==> src/rtl/tmr_chan_pkg.sv <==
package tmr_chan_pkg;

  typedef enum logic [1:0] {
    SRC_DIV1  = 2'd0,
    SRC_DIV4  = 2'd1,
    SRC_DIV16 = 2'd2,
    SRC_EXT   = 2'd3
  } cntSrc_e;

  // Strobes from control to datapath
  typedef struct packed {
    logic hold;    // counter stopped and forced to zero
    logic step;    // count enable while running
    logic clear;   // return to zero on period match
    logic xfer;    // copy buffers into compare registers
    logic direct;  // compare writes bypass the buffers
  } tmrStrobes_t;

endpackage

==> src/rtl/tmr_tick_gen.sv <==
module tmr_tick_gen
  import tmr_chan_pkg::*;
#(
  parameter int DIV_A_LOG   = 2,
  parameter int DIV_B_LOG   = 4,
  parameter int SYNC_STAGES = 2
) (
  input  logic       clk,
  input  logic       rstN,
  input  logic       runEn,
  input  logic [1:0] clkSel,
  input  logic       extPin,
  output logic       tick
);

  logic [DIV_B_LOG-1:0] presc;
  logic [SYNC_STAGES:0] extSh;
  logic tapA, tapB, extEdge, srcTick;

  // Prescaler restarts from zero whenever the channel is stopped
  always_ff @(posedge clk or negedge rstN) begin
    if (!rstN)       presc <= '0;
    else if (!runEn) presc <= '0;
    else             presc <= presc + 1'b1;
  end

  assign tapA = &presc[DIV_A_LOG-1:0];
  assign tapB = &presc;

  // Synchronizer plus one stage of history for edge detection
  always_ff @(posedge clk or negedge rstN) begin
    if (!rstN) extSh <= '0;
    else       extSh <= {extSh[SYNC_STAGES-1:0], extPin};
  end

  assign extEdge = extSh[SYNC_STAGES-1] & ~extSh[SYNC_STAGES];

  always_comb begin
    unique case (cntSrc_e'(clkSel))
      SRC_DIV1:  srcTick = 1'b1;
      SRC_DIV4:  srcTick = tapA;
      SRC_DIV16: srcTick = tapB;
      SRC_EXT:   srcTick = extEdge;
      default:   srcTick = 1'b0;
    endcase
  end

  assign tick = runEn & srcTick;

endmodule

==> src/rtl/tmr_ctrl.sv <==
module tmr_ctrl
  import tmr_chan_pkg::*;
(
  input  logic        clk,
  input  logic        rstN,
  input  logic        runEn,
  input  logic        clrOnMatch,
  input  logic        dbufEn,
  input  logic        tick,
  input  logic        eqA,
  input  logic        eqB,
  input  logic        atMax,
  output tmrStrobes_t st,
  output logic        matchA,
  output logic        matchB,
  output logic        ovfIrq
);

  logic wrapNow;

  always_comb begin
    st.hold   = ~runEn;
    st.step   = runEn & tick;
    st.clear  = st.step & eqB & clrOnMatch;
    st.xfer   = st.step & eqB & dbufEn;
    st.direct = ~runEn | ~dbufEn;
  end

  // A match clear wins over the natural wrap
  assign wrapNow = st.step & atMax & ~st.clear;

  always_ff @(posedge clk or negedge rstN) begin
    if (!rstN) begin
      matchA <= 1'b0;
      matchB <= 1'b0;
      ovfIrq <= 1'b0;
    end else begin
      matchA <= st.step & eqA;
      matchB <= st.step & eqB;
      ovfIrq <= wrapNow;
    end
  end

endmodule

==> src/rtl/tmr_datapath.sv <==
module tmr_datapath
  import tmr_chan_pkg::*;
#(
  parameter int CNT_W = 16,
  parameter int NCMP  = 2
) (
  input  logic                        clk,
  input  logic                        rstN,
  input  tmrStrobes_t                 st,
  input  logic [NCMP-1:0]             wrEn,
  input  logic [NCMP-1:0][CNT_W-1:0]  wrData,
  output logic [CNT_W-1:0]            cnt,
  output logic [NCMP-1:0]             eq,
  output logic                        atMax
);

  always_ff @(posedge clk or negedge rstN) begin
    if (!rstN)         cnt <= '0;
    else if (st.hold)  cnt <= '0;
    else if (st.clear) cnt <= '0;
    else if (st.step)  cnt <= cnt + 1'b1;
  end

  assign atMax = &cnt;

  for (genvar i = 0; i < NCMP; i++) begin : g_cmp
    logic [CNT_W-1:0] bufQ, regQ;

    always_ff @(posedge clk or negedge rstN) begin
      if (!rstN) begin
        bufQ <= '0;
        regQ <= '0;
      end else begin
        if (wrEn[i]) bufQ <= wrData[i];
        if (wrEn[i] && st.direct) regQ <= wrData[i];
        else if (st.xfer)         regQ <= bufQ;
      end
    end

    assign eq[i] = (cnt == regQ);
  end

endmodule

==> src/rtl/cmp_timer_chan.sv <==
module cmp_timer_chan
  import tmr_chan_pkg::*;
#(
  parameter int CNT_W       = 16,
  parameter int DIV_A_LOG   = 2,
  parameter int DIV_B_LOG   = 4,
  parameter int SYNC_STAGES = 2
) (
  input  logic             clk,
  input  logic             rstN,
  input  logic             runEn,
  input  logic             clrOnMatch,
  input  logic             dbufEn,
  input  logic [1:0]       clkSel,
  input  logic             extPin,
  input  logic             wrA,
  input  logic [CNT_W-1:0] wrDataA,
  input  logic             wrB,
  input  logic [CNT_W-1:0] wrDataB,
  output logic             matchA,
  output logic             matchB,
  output logic             ovfIrq
);

  localparam int NCMP = 2;

  tmrStrobes_t            st;
  logic                   tick, atMax;
  logic [NCMP-1:0]        eq;
  logic [CNT_W-1:0]       cntVal;

  tmr_tick_gen #(
    .DIV_A_LOG  (DIV_A_LOG),
    .DIV_B_LOG  (DIV_B_LOG),
    .SYNC_STAGES(SYNC_STAGES)
  ) u_tick (
    .clk(clk), .rstN(rstN), .runEn(runEn), .clkSel(clkSel),
    .extPin(extPin), .tick(tick)
  );

  tmr_ctrl u_ctrl (
    .clk(clk), .rstN(rstN), .runEn(runEn), .clrOnMatch(clrOnMatch),
    .dbufEn(dbufEn), .tick(tick), .eqA(eq[0]), .eqB(eq[1]),
    .atMax(atMax), .st(st), .matchA(matchA), .matchB(matchB),
    .ovfIrq(ovfIrq)
  );

  tmr_datapath #(.CNT_W(CNT_W), .NCMP(NCMP)) u_dp (
    .clk(clk), .rstN(rstN), .st(st),
    .wrEn({wrB, wrA}), .wrData({wrDataB, wrDataA}),
    .cnt(cntVal), .eq(eq), .atMax(atMax)
  );

endmodule

==> config.mk <==
export PLATFORM = sky130hd
export DESIGN_NAME = cmp_timer_chan
export DESIGN_NICKNAME = d
export VERILOG_FILES = /design/src/rtl/tmr_chan_pkg.sv /design/src/rtl/tmr_tick_gen.sv /design/src/rtl/tmr_ctrl.sv /design/src/rtl/tmr_datapath.sv /design/src/rtl/cmp_timer_chan.sv
export SDC_FILE = /design/constraint.sdc
export NUM_CORES = 1
export LEC_CHECK = 0
export ABC_AREA = 1
export BUFFER_PORTS_ARGS = -buffer_cell sky130_fd_sc_hd__buf_2
export CAP_MARGIN = 20
export CELL_PAD_IN_SITES_DETAIL_PLACEMENT = 0
export CELL_PAD_IN_SITES_GLOBAL_PLACEMENT = 1
export CORE_UTILIZATION = 40
export CTS_BUF_LIST = sky130_fd_sc_hd__clkbuf_8
export DETAILED_ROUTE_END_ITERATION = 6
export GPL_ROUTABILITY_DRIVEN = 0
export PLACE_DENSITY = 0.73
export SLEW_MARGIN = 20
export SYNTH_ARGS = -nofsm -noshare
export SYNTH_HDL_FRONTEND = slang
export SYNTH_HIERARCHICAL = 1
export SYNTH_SLANG_ARGS = --single-unit
==> constraint.sdc <==
create_clock -name clk -period 2.2 [get_ports clk]
set_input_delay 0.44 -clock clk [delete_from_list [all_inputs] [get_ports clk]]
set_output_delay 0.44 -clock clk [all_outputs]
set_load 0.01 [all_outputs]
==> results.md, run 1 <==
Status:
- The flow ran to the end, and the final reports show no timing, DRC or antenna violations.

Synth:
- Among all cell types in the netlist, the one instantiated most often is sky130_fd_sc_hd__nand2_1.
- The prevailing post-synth register cell is sky130_fd_sc_hd__dfrtp_1.
- The Yosys step of the flow raised 6 warnings.
- Of all flip-flops after synthesis, the portion carrying an async set or reset was 100%.
- By area, the combinational part of the netlist is dominated by simple AND/OR/NAND/NOR gates.
- Synthesis handed over a netlist of 549 instances.
- After Yosys synthesis, XOR and XNOR cells account for 1.79% of the synthesized area.
- The fraction of the yosys area taken by sequential cells is 51.1%.
- The register bit total from synthesis is 90.
- In this run the mean area of a mapped cell was 8.03 µm².
- Of all cell types, the one taking the most synthesized area is sky130_fd_sc_hd__dfrtp_1.
- Yosys mapped a number of flops with a built-in enable equal to 0.
- The net count of the mapped netlist is 593.
- Measured against the total synthesized area, the mux share comes to 0%.
- The synthesized netlist devotes 0.567% of its cell area to adder and majority cells.
- In this run the cell area of the synthesized design comes to 0.00441 mm².
- The commonest cells after synthesis are sky130_fd_sc_hd__nand2_1 (167), sky130_fd_sc_hd__dfrtp_1 (90), sky130_fd_sc_hd__inv_1 (90).
- The synthesized-area fraction occupied by ao, oa, aoi and oai cells is 11.8%.
- The distinct cell type count after synthesis is 28.
- The simple-gate portion of the synthesized area is 24.9%.
- In the post-synthesis netlist, the biggest area contributors are sky130_fd_sc_hd__dfrtp_1 (51%), sky130_fd_sc_hd__nand2_1 (14%), sky130_fd_sc_hd__inv_1 (7.7%).
- Of the post-synthesis cell area, the dominant cell type holds 51.1%.

Floorplan:
- The I/O pin total is 45.
- Once the floorplan was initialized, standard cells occupied 42.0% of the core.
- The floorplan has 37 rows.
- The overall die width is 107 µm.
- The floorplan step set the die height to 107 µm.
- The die covers 0.0115 mm².
- The core area is 0.0105 mm².

Power and ir drop:
- Power spread over the standard cell area amounts to 658 mW/mm².
- The worst-case IR drop observed on VDD is 0.000328 V.
- The analysis attributes to cell leakage a power of 2.57 nW.
- The overall power of the completed layout is 3.41 mW.

Critical path:
- Data on the critical path arrives at its endpoint at 2.30 ns.
- The largest fanout on the critical path is 11.
- The type of element capturing the critical path is a flip-flop.
- STA classifies the critical path startpoint as a flip-flop.
- The category of the critical setup timing path is reg2reg.
- The required time reported for the critical path endpoint is 2.42 ns.
- The startpoint identified for the worst register-to-register timing path is u_dp/cnt[15].
- The most critical setup path has its startpoint at u_dp/cnt[15].

Drt:
- The violation count after the first detailed-route iteration is 232.
- The remaining routing DRC violations is 0.
- The number of iterations in the first detailed-routing pass is 4.
- For this block, the via count after detailed routing is 3758.
- In the routed layout, each cell is associated on average with a via count of 4.98.
- The residual antenna-violating net count after detailed routing is 0.
- The routed length per placed instance is 14.4 µm.
- For this block, the routed nets add up to 10900 µm of wire.

Timing:
- Measured against its own limit, the worst slew margin works out to 67.2%.
- Setup violations remaining at the end of the flow were counted as 0.
- The shortest period the worst path allows is 2.07 ns.
- The transition time of the tightest slew-check pin is 0.491 ns.
- Setup total negative slack on the finished layout was measured at 0 ns.
- Setup repair after global routing could not meet its margin everywhere.
- The final number of hold-violating endpoints is 0.
- The number of pins with negative max-slew slack in the final report is 0.
- Based on the critical path, the design can be clocked at up to 483 MHz.
- Of the available clock period, the critical path in the final layout requires 94.2%.
- The largest clock skew in the final design is 0.00868 ns.

Cells and area:
- The number of diodes added for antenna fixing is 0.
- The relative area change from synthesis to final layout is 17.5%.
- Of the cells placed in the final design, the portion with a size suffix greater than 1 is 18.8%.
- Summing all flip-flop and latch instances after layout gives 0.00226 mm².
- The multi-input combinational cells in the finished layout cover a total of 0.00175 mm².
- The layout filler cell count is 1051.
- The post-layout utilization of the core is 49.3%.
- The net total in the final layout is 658.

Global routing:
- The initial antenna violation count was 0.
- The via count of the first global-routing pass was 3754.
- The first global-routing pass estimated 18300 µm of wire.
- The global-route usage over all layers is 20.8%.
- Summed over all layers, the global routing overflow is 0.
- The largest net degree at the start of global routing is 40.

Clock tree:
- TritonCTS built the clock tree.
- After clock tree synthesis, the clock-pin slew on the worst setup and hold paths is 0.09 ns.
- The depth of the CTS H-tree is 3.
- The clock passes through at most 2 buffers.
- The number of buffers added to fix hold violations after cts is 0.
- At the later pin of the worst-skew pair, clock insertion delay measures 0.36 ns.
- CTS placed an instance of sky130_fd_sc_hd__clkbuf_8 at the clock tree root.
- For this design, the sink count on the clock tree is 90.
- The number of buffers created by CTS is 9.

Placed design:
- Port buffering added 44 buffers.
- The detailed placer's ending HPWL is 8090 µm.

Worst hold path:
- The class of the tightest hold or removal check is in2async.

Run:
- The tool flagged a number of max-cap violations equal to 0.
## worst max-delay path, cell delays in order, from the launching register on
cell and delay (ns):
sky130_fd_sc_hd__dfrtp_2 0.45, sky130_fd_sc_hd__xnor2_1 0.16, sky130_fd_sc_hd__nand2_1 0.07, sky130_fd_sc_hd__nor2_1 0.16, sky130_fd_sc_hd__nand2_1 0.09, sky130_fd_sc_hd__nor2_2 0.15, sky130_fd_sc_hd__nand3_2 0.12, sky130_fd_sc_hd__nor2_1 0.11
sky130_fd_sc_hd__buf_4 0.17, sky130_fd_sc_hd__inv_4 0.09, sky130_fd_sc_hd__nand2_1 0.12, sky130_fd_sc_hd__buf_12 0.13, sky130_fd_sc_hd__o221ai_1 0.10
## cell families (layout without fill, tap and decap cells)
kind of cell	after synthesis	in the layout
xor+xnor	9	9
flops	90	90
buf+inv	110	179
simple gates	257	257
fa+ha+maj	2	2
compound gates	81	81
## worst paths after layout
path,end,slack [ns],cells after the start
worst max-delay path,u_dp/g_cmp[0].regQ[3],0.13,12
min in group clk,u_tick/extSh[0],0.18,1
worst max register to register,u_dp/g_cmp[0].regQ[3],0.13,12
max in group asynchronous,u_dp/cnt[14],1.48,2
worst min register to register,u_tick/extSh[1],0.35,0
worst min-delay path,u_dp/g_cmp[1].bufQ[13],0.001,1
## layer usage
| layer | vias to the layer above | routed length, µm | track usage [%] | share of wire (%) |
|---|---|---|---|---|
| met5 | - | 0 | 0 | 0 |
| met4 | 0 | 216 | 8.71 | 2.0 |
| met3 | 21 | 430 | 3.28 | 4.0 |
| met2 | 66 | 5230 | 33.5 | 48 |
| met1 | 1799 | 4990 | 27.7 | 46 |
| li1 | 1872 | - | - | - |
## flip-flops by register name, indices dropped and copies added, names as in the netlist
register         flops
u_ctrl/matchB        1
u_dp/g_cmp.regQ     32
u_ctrl/ovfIrq        1
u_tick/presc         4
u_ctrl/matchA        1
u_dp/g_cmp.bufQ     32
u_tick/extSh         3
u_dp/cnt            16
## power breakdown
group	total (mW)	switching, mW	internal, mW
combinational	0.455	0.275	0.180
clock	1.11	0.571	0.539
sequential	1.85	0.0651	1.78
total	3.41	0.911	2.50
## layout make-up
type	instances	share of cell area, %
well taps	136	3.28
clock inverters	5	0.917
clock buffers	10	2.66
repair buffers	71	8.93
multi-input cells	349	33.8
inverters	93	6.78
flip-flops and latches	90	43.6
## what timing repair did
action	in CTS	in global routing
buffers inserted	0	8
resized for setup	3	14
pin swaps	0	0
setup endpoints to repair	25	43
## placed cells by master (no fill, tap or decap), drive strengths merged, types with 9 or more instances in the layout
cell | synthesis | final
inv | 93 | 95
clkbuf | 5 | 10
o21ai | 37 | 37
xnor2 | 9 | 9
nand3 | 29 | 29
o221ai | 20 | 20
nand2 | 174 | 174
nand4 | 11 | 11
o211ai | 12 | 12
nor2 | 38 | 38
buf | 12 | 71
a21oi | 9 | 9
dfrtp | 90 | 90
## metrics by stage
step / setup slack (ns) / instance area (µm²) / hold WS, ns / std cells
2_1_floorplan: 0.165 / 4410 / 0.144 / 549
3_3_place_gp: 0.00150 / 4900 / 0.340 / 731
3_5_place_dp: -0.0356 / 4900 / 0.336 / 731
4_1_cts: 0.0166 / 5090 / 0.00788 / 746
5_1_grt: -0.0258 / 5180 / 0.0242 / 754
6_report: 0.129 / 5180 / 0.000965 / 754
(Power assumes the default switching activity.)
==> inputs of run 2 (changes only) <==
BUFFER_PORTS_ARGS = -buffer_cell sky130_fd_sc_hd__buf_4   (was -buffer_cell sky130_fd_sc_hd__buf_2)
==> run 2 against run 1 <==
Compared with the run above:
- non-clock buffer count down 1
- global-route usage is 0.33 points higher
- register-to-register slack improved by 0.03 ns
- sequential power about the same
- critical path depth is the same
- critical endpoint is now u_dp/g_cmp[1].regQ[12]
- highest routed layer unchanged
==> results.md, run 2 (synthesis gave the netlist of run 1 again) <==
Status:
- Run status: completed (unchanged).

Timing:
- The final number of hold-violating endpoints is 0 (unchanged).
- The worst slew margin relative to its limit is 68.1% (was 67.2%).
- The transition time of the tightest slew-check pin came to 0.479 ns (was 0.491 ns).
- The final setup violation count is 0 (unchanged).
- The maximum operating frequency is 490 MHz (was 483 MHz).
- The number of pins with negative max-slew slack in the final report is 0 (unchanged).
- The post-route fraction of the period consumed by the critical path is 92.7% (was 94.2%).
- RSZ-0062 raised after global routing: yes (unchanged).
- The largest clock skew in the final design came to 0.00875 ns (was 0.00868 ns).
- The shortest period the worst path allows is 2.04 ns (was 2.07 ns).

Power and ir drop:
- The worst ir drop on vdd came to 0.000363 V (was 0.000328 V).
- The leakage power total is 2.60 nW (was 2.57 nW).
- The power per cell area is 647 mW/mm² (was 658 mW/mm²).

Critical path:
- The reg-to-reg setup timing slack was 0.16 ns (was 0.13 ns).
- The type of element capturing the critical path is a flip-flop (unchanged).
- The signal arrival time at the worst endpoint was 2.26 ns (was 2.30 ns).
- Ordered cell list for the critical path: xnor2_1, nand2_1, nor2_2, nand2_1, nor2_2, nand3_2, nor2_1, buf_4, inv_4, nand2_2, buf_12, o221ai_1 (was xnor2_1, nand2_1, nor2_1, nand2_1, nor2_2, nand3_2, nor2_1, buf_4, inv_4, nand2_1, buf_12, o221ai_1).
- The largest fanout on the critical path was 12 (was 11).
- The depth of the worst register-to-register path is 12 (unchanged).
- The type of origin of the critical path was a flip-flop (unchanged).
- The startpoint of the worst-slack reg-to-reg timing path is u_dp/cnt[14] (was u_dp/cnt[15]).
- The endpoint of the worst setup timing path is u_dp/g_cmp[1].regQ[12] (was u_dp/g_cmp[0].regQ[3]).
- The reg-to-reg endpoint is u_dp/g_cmp[1].regQ[12] (was u_dp/g_cmp[0].regQ[3]).
- The category of the critical setup timing path is reg2reg (unchanged).
- The required time reported for the critical path endpoint is 2.42 ns (about the same).
- The critical path startpoint is u_dp/cnt[14] (was u_dp/cnt[15]).
- The cell with the biggest individual delay on the critical path is sky130_fd_sc_hd__dfrtp_2 (unchanged).
- The largest incremental delay on the critical path is 0.47 ns (was 0.45 ns).

Placed design:
- The placement-stage cell area is 0.00499 mm² (was 0.00490 mm²).
- The quantity of I/O buffers inserted on ports is 44 (unchanged).
- The detailed placer's ending HPWL is 7980 µm (was 8090 µm).

Floorplan:
- The height of the die is 107 µm (unchanged).
- The core area was 0.0105 mm² (unchanged).
- The site row count is 37 (unchanged).
- The full die area is 0.0115 mm² (unchanged).
- The I/O pin total came to 45 (unchanged).
- The effective utilization at floorplan came to 42.0% (unchanged).
- The overall die width is 107 µm (unchanged).

Drt:
- The top routing layer in use is met4 (unchanged).
- The detailed route wirelength on metal3 was 364 µm (was 430 µm).
- The violation count after the first detailed-route iteration came to 211 (was 232).
- The residual antenna-violating net count after detailed routing was 0 (unchanged).
- The post-detailed-route via-to-cell ratio is 4.93 (was 4.98).
- The routed metal-1 wire length came to 4890 µm (was 4990 µm).
- The met2 layer wire length in the routed design is 5550 µm (was 5230 µm).
- The routed length per placed instance is 14.4 µm (about the same).
- The wire length after detailed routing was 10800 µm (was 10900 µm).
- The via total after detailed routing is 3711 (was 3758).
- The number of iterations in the first detailed-routing pass is 4 (unchanged).
- The remaining routing DRC violations is 0 (unchanged).

Cells and area:
- The ratio of cells with drive above 1 in the final layout is 19.0% (was 18.8%).
- The net total in the final layout is 657 (was 658).
- The layout filler cell count is 1057 (was 1051).
- The relative area change from synthesis to final layout came to 20.0% (was 17.5%).
- The number of diodes added for antenna fixing was 0 (unchanged).
- The commonest non-fill, non-tap cell in the layout was sky130_fd_sc_hd__nand2_1 (unchanged).
- The final cell area excluding filler cells is 0.00529 mm² (was 0.00518 mm²).
- Commonest cells after routing, fill and taps aside: sky130_fd_sc_hd__nand2_1 (164), sky130_fd_sc_hd__inv_1 (92), sky130_fd_sc_hd__dfrtp_1 (84) (was sky130_fd_sc_hd__nand2_1 (165), sky130_fd_sc_hd__inv_1 (92), sky130_fd_sc_hd__dfrtp_1 (84)).
- Registers with the highest flip-flop counts: u_dp/g_cmp.bufQ (32), u_dp/g_cmp.regQ (32), u_dp/cnt (16) (unchanged).
- The post-layout utilization of the core came to 50.4% (was 49.3%).

Clock tree:
- The library cell used as clock root buffer is sky130_fd_sc_hd__clkbuf_8 (unchanged).
- The clock slew seen by the registers of the worst setup and hold paths is 0.08 ns (was 0.09 ns).
- The clock latency on the worst-skew pair is 0.36 ns (about the same).
- The maximum buffer depth of the clock tree came to 2 (unchanged).
- The number of buffers created by CTS is 9 (unchanged).
- The clock sink count was 90 (unchanged).
- The CTS tree is built (unchanged).
- The depth of the CTS H-tree is 3 (unchanged).

Worst hold path:
- The class of the tightest hold or removal check is in2reg (was in2async).

Global routing:
- The wire length of the first global-routing pass came to 18500 µm (was 18300 µm).
- The via count of the first global-routing pass is 3830 (was 3754).
- The initial antenna violation count is 0 (unchanged).
- The global-route usage over all layers came to 21.1% (was 20.8%).
- The largest net degree at the start of global routing is 49 (was 40).
- The remaining global-route overflow is 0 (unchanged).

Run:
- The number of maximum-capacitance constraint violations was 0 (unchanged).
run 2: worst max-delay path, delay by kind of cell, from the launching register on:
kind | cells | cell delay [ns]
AND/OR/NAND/NOR | 7 | 0.77
flip-flops | 1 | 0.47
buffers and inverters | 3 | 0.39
XOR/XNOR | 1 | 0.17
AO/OA/AOI/OAI | 1 | 0.10
run 2: stage by stage:
stage                     hold slack (ns)  power (mW)  cells  setup slack, ns  TNS (ns)
after floorplan                     0.144        2.14    549            0.165         0
after global placement              0.337        2.35    729           0.0193         0
after detailed placement            0.338        2.36    729           -0.103     -1.62
after CTS                           0.157        3.48    746           0.0125         0
after global routing                0.148        3.64    753         -0.00369  -0.00523
final                               0.184        3.43    753            0.160         0
run 2: cell type report:
cell class | count | area [µm²] | share of cell area [%]
inverter | 93 | 352 | 6.64
timing repair buffer | 70 | 566 | 10.7
tap | 136 | 170 | 3.22
clock inverter | 5 | 47.5 | 0.898
clock buffer | 10 | 138 | 2.60
sequential | 90 | 2260 | 42.7
multi-input combinational | 349 | 1760 | 33.3
run 2: power breakdown:
| part | leakage, nW | total (mW) | switching [mW] | internal (mW) |
|---|---|---|---|---|
| logic | 1.37 | 0.483 | 0.279 | 0.204 |
| clock network | 0.105 | 1.09 | 0.554 | 0.539 |
| registers | 1.12 | 1.85 | 0.0679 | 1.78 |
run 2: worst min path at each step:
stage,startpoint,end,slack [ns],cells after the start
after floorplan,rstN,u_ctrl/matchA,0.14,0
after global placement,u_tick/extSh[0],u_tick/extSh[1],0.34,0
after detailed placement,u_tick/extSh[0],u_tick/extSh[1],0.34,0
after CTS,extPin,u_tick/extSh[0],0.16,1
after global routing,extPin,u_tick/extSh[0],0.15,1
final,extPin,u_tick/extSh[0],0.18,1
run 2: per-layer routing:
metal,vias up,GRT usage (%)
li1,1878,-
met1,1771,26.6
met2,60,36.4
met3,2,5.05
met4,0,5.09
met5,-,0
run 2: timing repair:
action	CTS	global route
resized for setup	6	13
hold endpoints to repair	24	0
hold buffers	1	0
pin swaps	0	3
endpoints found under the setup margin	28	44
buffers inserted	1	7
==> inputs of run 3 (changes only) <==
CORE_UTILIZATION = 35   (was 40)
PLACE_DENSITY = 0.65   (was 0.73)
==> run 3 against run 2 <==
Compared with the run above:
- clock skew decreased by 0.0012 ns
- combinational power is 2% lower
- sequential cell count unchanged
- setup slack better by 0.011 ns
- count of clock-buffer cells in the layout increased by 1
- first-iteration DRC count shrank 19%
- sequential share of layout area shrank 0.58 points
- cell count is 4.8% higher
- worst hold slack worse by 0.020 ns
- via count rose by 0.38%
- routed wire length increased by 1.5%
==> results.md, run 3 (synthesis gave the netlist of run 1 again) <==
Critical path:
- The reg-to-reg endpoint is u_dp/g_cmp[1].regQ[11] (was u_dp/g_cmp[1].regQ[12]).
- The largest fanout on the critical path came to 10 (was 12).
- The reg-to-reg setup timing slack is 0.17 ns (was 0.16 ns).
- Among the stages of the critical path, the cell type that occurs most often is sky130_fd_sc_hd__nand2_1.
- The signal arrival time at the worst endpoint is 2.29 ns (was 2.26 ns).
- Ordered cell list for the critical path: inv_2, nand2_1, nand4_1, nor2_1, nand2_1, nor2_1, nand3_2, nor2_2, buf_4, inv_2, nand2_1, buf_12, o221ai_1 (was xnor2_1, nand2_1, nor2_2, nand2_1, nor2_2, nand3_2, nor2_1, buf_4, inv_4, nand2_2, buf_12, o221ai_1).
- The critical path buffer and inverter count is 4 (was 3).
- The startpoint of the worst-slack reg-to-reg timing path is u_dp/cnt[10] (was u_dp/cnt[14]).
- The depth of the worst register-to-register path is 13 (was 12).
- The largest incremental delay on the critical path was 0.44 ns (was 0.47 ns).
- The category of the critical setup timing path is reg2reg (unchanged).
- The type of origin of the critical path is a flip-flop (unchanged).
- The type of element capturing the critical path is a flip-flop (unchanged).
- The required time reported for the critical path endpoint was 2.46 ns (was 2.42 ns).
- The kind of cell adding the most delay to the critical path is simple AND/OR/NAND/NOR gates (unchanged).
- The cell with the biggest individual delay on the critical path is sky130_fd_sc_hd__dfrtp_2 (unchanged).

Floorplan:
- The core area is 0.0122 mm² (was 0.0105 mm²).
- The height of the die is 114 µm (was 107 µm).
- The site row count is 40 (was 37).
- The overall die width is 114 µm (was 107 µm).
- The full die area is 0.0131 mm² (was 0.0115 mm²).
- The effective utilization at floorplan came to 36.3% (was 42.0%).
- The I/O pin total came to 45 (unchanged).

Timing:
- The largest clock skew in the final design was 0.00753 ns (was 0.00875 ns).
- The worst slew margin relative to its limit came to 63.8% (was 68.1%).
- RSZ-0062 raised after global routing: no (was yes).
- The final setup violation count came to 0 (unchanged).
- The post-route fraction of the period consumed by the critical path came to 92.2% (was 92.7%).
- The final number of hold-violating endpoints is 0 (unchanged).
- The shortest period the worst path allows came to 2.03 ns (was 2.04 ns).
- The summed negative setup slack over all endpoints is 0 ns (unchanged).
- The minimum setup slack in the final design was 0.172 ns (was 0.160 ns).
- The transition time of the tightest slew-check pin is 0.542 ns (was 0.479 ns).
- The number of pins with negative max-slew slack in the final report is 0 (unchanged).
- The maximum operating frequency came to 493 MHz (was 490 MHz).

Worst hold path:
- The startpoint of the lowest-slack hold path is extPin (unchanged).
- The number of cells on the worst hold path is 1 (unchanged).
- The class of the tightest hold or removal check is in2reg (unchanged).
- The hold path endpoint was u_tick/extSh[0] (unchanged).

Power and ir drop:
- The power per cell area is 622 mW/mm² (was 647 mW/mm²).
- The leakage power total is 2.62 nW (was 2.60 nW).
- The worst ir drop on vdd is 0.000414 V (was 0.000363 V).

Cells and area:
- The number of diodes added for antenna fixing is 0 (unchanged).
- Commonest cells after routing, fill and taps aside: sky130_fd_sc_hd__nand2_1 (166), sky130_fd_sc_hd__inv_1 (91), sky130_fd_sc_hd__dfrtp_1 (88) (was sky130_fd_sc_hd__nand2_1 (164), sky130_fd_sc_hd__inv_1 (92), sky130_fd_sc_hd__dfrtp_1 (84)).
- The net total in the final layout came to 663 (was 657).
- Registers with the highest flip-flop counts: u_dp/g_cmp.bufQ (32), u_dp/g_cmp.regQ (32), u_dp/cnt (16) (unchanged).
- The ratio of cells with drive above 1 in the final layout came to 18.5% (was 19.0%).
- The relative area change from synthesis to final layout is 21.4% (was 20.0%).
- The commonest non-fill, non-tap cell in the layout is sky130_fd_sc_hd__nand2_1 (unchanged).
- The final cell area excluding filler cells is 0.00535 mm² (was 0.00529 mm²).

Run:
- The number of maximum-capacitance constraint violations is 0 (unchanged).

Drt:
- The number of iterations in the first detailed-routing pass was 4 (unchanged).
- The wire length after detailed routing was 11000 µm (was 10800 µm).
- The post-detailed-route via-to-cell ratio is 4.72 (was 4.93).
- The violation count after the first detailed-route iteration was 171 (was 211).
- The remaining routing DRC violations came to 0 (unchanged).
- The routed length per placed instance came to 13.9 µm (was 14.4 µm).
- The via total after detailed routing came to 3725 (was 3711).
- The residual antenna-violating net count after detailed routing is 0 (unchanged).

Placed design:
- The quantity of I/O buffers inserted on ports is 44 (unchanged).
- The detailed placer's ending HPWL came to 8340 µm (was 7980 µm).
- The worst-case setup slack after placement is 0.0591 ns (was -0.103 ns).
- The placement-stage cell area is 0.00514 mm² (was 0.00499 mm²).

Global routing:
- The wire length of the first global-routing pass was 18600 µm (was 18500 µm).
- The most crowded layer after global routing was met2 (unchanged).
- The initial antenna violation count is 0 (unchanged).
- The remaining global-route overflow is 0 (unchanged).
- The global-route track usage on met3 is 4.18% (was 5.05%).
- The largest net degree at the start of global routing is 41 (was 49).
- The via count of the first global-routing pass is 3781 (was 3830).
- The met2 capacity usage during global routing was 31.8% (was 36.4%).
- The met1 usage is 23.5% (was 26.6%).
- The global-route usage over all layers is 18.8% (was 21.1%).

Clock tree:
- The clock slew seen by the registers of the worst setup and hold paths was 0.08 ns (about the same).
- The number of buffers created by CTS came to 9 (unchanged).
- The clock sink count is 90 (unchanged).
- The CTS tree is built (unchanged).
- The clock latency on the worst-skew pair is 0.38 ns (was 0.36 ns).
- The depth of the CTS H-tree is 3 (unchanged).
- The library cell used as clock root buffer is sky130_fd_sc_hd__clkbuf_8 (unchanged).
- The maximum buffer depth of the clock tree was 2 (unchanged).

Status:
- Run status: completed (unchanged).
## run 3: cell types whose count changed in the layout (fill, tap and decap cells not counted), sizes merged
cell / change
clkinv: -2
clkbuf: +1
buf: +6
bufinv: -1
## run 3: through the flow
stage	power [mW]	hold slack, ns	cells	util [%]
after floorplan	2.14	0.144	549	-
after global placement	2.35	0.343	774	42.3
after detailed placement	2.36	0.336	774	42.3
after CTS	3.38	0.148	788	43.6
after global routing	3.51	0.149	789	44.0
final	3.33	0.164	789	44.0
## run 3: area by class of cell
type | instances | area (µm²)
Tap cell | 168 | 210
Clock buffer | 11 | 151
Sequential cell | 90 | 2250
Fill cell | 1271 | 6810
Timing Repair Buffer | 76 | 623
Multi-Input combinational cell | 349 | 1760
Inverter | 93 | 349
Clock inverter | 2 | 7.51
## run 3: what timing repair did
item,4_1_cts,5_1_grt
hold buffers,1,0
endpoints found under the setup margin,0,43
gates resized for setup,0,13
endpoints found under the hold margin,26,0
buffers inserted,0,1
## run 3: how the worst max path moves through the flow
stage	startpoint	to	slack [ns]	depth (start not counted)
after floorplan	u_dp/cnt[4]	u_dp/g_cmp[0].regQ[10]	0.16	13
after global placement	u_dp/cnt[10]	u_dp/cnt[5]	0.12	14
after detailed placement	u_dp/cnt[10]	u_dp/g_cmp[1].regQ[7]	0.06	11
after CTS	u_dp/cnt[10]	u_dp/g_cmp[1].regQ[13]	0.03	11
after global routing	u_dp/cnt[6]	u_dp/g_cmp[1].regQ[11]	0.007	13
final	u_dp/cnt[10]	u_dp/g_cmp[1].regQ[11]	0.17	13
## run 3: power breakdown
group / internal, mW / switching [mW] / leakage, nW
clock network: 0.446 / 0.560 / 0.0897
logic: 0.201 / 0.272 / 1.40
registers: 1.78 / 0.0667 / 1.13
## run 3: metal layers
layer / part of all wire [%] / vias to the layer above
met5: 0 / -
met1: 46 / 1774
met4: 1.6 / 0
met3: 3.2 / 8
met2: 49 / 55
li1: - / 1888
